==> src/rtl/dmp_pkg.sv <==
package dmp_pkg;

    // Two-bit permission encoding carried per region.
    typedef enum logic [1:0] {
        PERM_NONE = 2'b00,
        PERM_READ = 2'b01,
        PERM_RW_A = 2'b10,
        PERM_RW_B = 2'b11
    } perm_code_e;

    // Registered verdict of one request.
    typedef struct packed {
        logic valid;
        logic allow;
        logic deny;
    } verdict_t;

endpackage

==> src/rtl/dmp_region_match.sv <==
module dmp_region_match
    import dmp_pkg::*;
#(
    parameter int ADDR_W       = 32,
    parameter int PAGE_BITS    = 12,
    parameter int NUM_CHANNELS = 10,
    localparam int PAGE_W      = ADDR_W - PAGE_BITS
) (
    input  logic [PAGE_W-1:0]       start_page,
    input  logic [PAGE_W-1:0]       end_page,
    input  logic [NUM_CHANNELS-1:0] chan_mask,
    input  logic [1:0]              perm_code,
    input  logic [ADDR_W-1:0]       addr,
    input  logic [NUM_CHANNELS-1:0] chan_sel,
    input  logic                    is_write,
    output logic                    grant
);

    logic [ADDR_W-1:0] lo_addr;
    logic [ADDR_W-1:0] hi_addr;
    logic              in_range;
    logic              chan_hit;
    logic              type_ok;

    always_comb begin
        // Start sits at the first byte of its page, end at the last byte.
        lo_addr  = {start_page, {PAGE_BITS{1'b0}}};
        hi_addr  = {end_page, {PAGE_BITS{1'b1}}};
        // Start above end leaves this empty.
        in_range = (addr >= lo_addr) && (addr <= hi_addr);
        chan_hit = |(chan_mask & chan_sel);
        unique case (perm_code_e'(perm_code))
            PERM_NONE: type_ok = 1'b0;
            PERM_READ: type_ok = !is_write;
            PERM_RW_A,
            PERM_RW_B: type_ok = 1'b1;
            default:   type_ok = 1'b0;
        endcase
        grant = in_range && chan_hit && type_ok;
    end

endmodule

==> config.mk <==
export PLATFORM = sky130hd
export DESIGN_NAME = dmp_region_match
export DESIGN_NICKNAME = d
export VERILOG_FILES = /design/src/rtl/dmp_pkg.sv /design/src/rtl/dmp_region_match.sv
export SDC_FILE = /design/constraint.sdc
export NUM_CORES = 1
export LEC_CHECK = 0
export BUFFER_PORTS_ARGS = -buffer_cell sky130_fd_sc_hd__buf_2
export CAP_MARGIN = 30
export CORE_MARGIN = 2
export CORE_UTILIZATION = 40
export DETAILED_ROUTE_END_ITERATION = 12
export GPL_ROUTABILITY_DRIVEN = 1
export PLACE_DENSITY = 0.92
export SYNTH_ARGS = -nofsm -noshare
export SYNTH_HDL_FRONTEND = slang
export SYNTH_SLANG_ARGS = --single-unit
export TNS_END_PERCENT = 30
==> constraint.sdc <==
create_clock -name vclk -period 6.5
set_clock_uncertainty 0.2 [all_clocks]
set_input_delay 1.3 -clock vclk [all_inputs]
set_output_delay 1.3 -clock vclk [all_outputs]
set_load 0.01 [all_outputs]
==> impl_results.md <==
- Max-slew headroom: between 70% and 80%
- RSZ-0062 raised after global routing: false
- Slew Limit Fails: 0
- CP endpoint kind: primary output
- Nets@finish: 389
- Total Routing Usage GR: between 15 and 20%
- CLK BUF: 0
- Core ar.: roughly 0.0027 mm^2
- Hold Path Stages: 5
- Final Critical Period: about 4.5 ns
- FP Rows: 19
- GRT overflow: 0
- WP data required: 5.00 ns
- Total power: about 0.091 mW
- CP Data Arrival Time: 2.98 ns
- Antenna Cells: 0
- Fin util: 60.9%
- Initial Util: a little over two fifths
- Mean post-synth cell area: approximately 7.3 um^2
- Die area: 0.00327 mm^2
- Hold endpoint: grant
- Clock network power share: 0%
- Layout cells sized above 1: about two fifths
- Fin Setup TNS: 0 ns
- Via count: about 1400
- Die W: 57.2 um
- Leading area contributor after synthesis: ha_1
- Setup Buffers After CTS: 0
- Num ports: 96
- Sequential Power Share: 0%
- Worst-Margin Slew: roughly 0.42 ns
- Largest net degree at the start of global routing: 4
- Top-area cell type share of the netlist area: 44.2%
- Top cells by count, synth: 42 x inv_1, 40 x ha_1, 14 x a21oi_1, 11 x nand4_1, 8 x nand2_1
- Max Cap Viol: 0
- P_sw: roughly 0.043 mW
- Post_cts resized: 0
- Hold Crit Start: perm_code[1]
- Hold Crit Class: in2out
- Initial antenna violation count: 0
- Syn_nets: 291
- Cells after Synth: between 150 and 200
- Global-route wire length before repair: between 5000 and 6000 um
- Leak: approximately 1.0 nW
- CP Max Fanout: 2
- Synthesized area: 0.00113 mm^2
- DRT Wirelength: 3000 um
- PwrDens: roughly 55 mW/mm^2
- Comb power frac: 100.0%
- Port-buffer cells: 96
- Worst Setup Path Type: in2out
- Iter 0 DRT Violations: 21
- Average wire per standard cell: around 11 um
- Remaining DRCs: 0
- Drt via density: around 5
- Hpwl dp: between 2000 and 3000 um
- Sequential cell area: 0 um^2
- Vias in the first global route: about 1500
- Post-CTS Hold Fix Bufs: 0
- VDD IR max: 0.0000382 V
- Post-synth cell types: 25
- Yosys warnings: 0
- Switch share: 46.9%
- Startpoint types: input pin
- Status: completed
- Internal: 0.0486 mW
- Final hold violation count: 0
- Pre-antenna DRT Iters: 4
- Most common cell in the synthesized netlist: inv_1
- Final Setup Violations: 0
- Sequential area share after synthesis: 0%
- Filler instances: 267
- Multi-input logic area: approximately 1000 um^2
- Final ANT Viol Nets: 0
- FF+latch count: 0
- Period utilization: between 60% and 70%
- Max Clock Freq: 223 MHz
- Layout area overhead: 45.9%
- Die height: 57.2 um
- Top post-synthesis cells by area: ha_1 44%, inv_1 14%, a21oi_1 6.2%
- Global placer's final weighted congestion: about 0.8
==> cells in the final DEF, fill, tap and decap left out, drive strengths merged, types with 4 or more instances in the layout <==
cell type / synthesis / final
a21oi: 14 / 14
a221oi: 4 / 4
buf: 0 / 96
ha: 40 / 40
inv: 42 / 42
nand2: 9 / 9
nand4: 12 / 12
nor2: 4 / 4
nor4: 4 / 4
o21ai: 7 / 7
==> cell type report <==
cell class	instances	share of cell area (%)
multi-input cells	114	59.0
repair buffers	96	29.1
inverters	42	9.55
well taps	31	2.35
==> power groups by stage <==
stage	sequential, mW	clock, mW	combinational (mW)
floorplan	0	0	0.0494
global placement	0	0	0.0892
detailed placement	0	0	0.0923
CTS	0	0	0.0928
global route	0	0	0.107
finish	0	0	0.0914
==> critical path: stages <==
cell       delay, ns
buf_2           0.10
inv_1           0.04
ha_1            0.25
nor4b_2         0.19
nand4_1         0.14
a2111oi_2       0.34
nor3_1          0.10
nor4_1          0.24
o311a_1         0.17
buf_2           0.12
==> metrics by stage <==
step / hold slack, ns / setup slack (ns) / cells / area (um^2)
final: 2.91 / 2.02 / 283 / 1650
after global routing: 2.96 / 1.79 / 283 / 1650
after CTS: 2.91 / 1.96 / 283 / 1650
after detailed placement: 2.90 / 1.97 / 283 / 1650
after global placement: 2.90 / 1.98 / 283 / 1650
after floorplan: 2.68 / 2.30 / 156 / 1130
==> logic make-up (layout without fill, tap and decap cells) <==
family | Yosys count | after routing | share of synthesized area (%)
AND/OR/NAND/NOR | 38 | 38 | 20.5
buffers and inverters | 42 | 138 | 13.9
adder cells (fa/ha/maj) | 40 | 40 | 44.2
AO/OA/AOI/OAI | 36 | 36 | 21.4
==> how the worst max path moves through the flow <==
stage             startpoint     to  cells after the start
3_3_place_gp   start_page[1]  grant                     10
3_5_place_dp   start_page[1]  grant                     10
2_1_floorplan  start_page[1]  grant                      8
4_1_cts        start_page[1]  grant                     10
6_report            addr[12]  grant                     10
5_1_grt             addr[12]  grant                     10
==> metal layers <==
metal | share of wire [%] | vias up | track usage (%)
met2 | 53 | 42 | 38.8
met4 | 0.70 | 0 | 2.66
met1 | 40 | 622 | 22.5
met5 | 0 | - | 0
met3 | 5.8 | 2 | 1.13
li1 | - | 759 | -
Note: power is estimated with default switching activity, not from simulation.
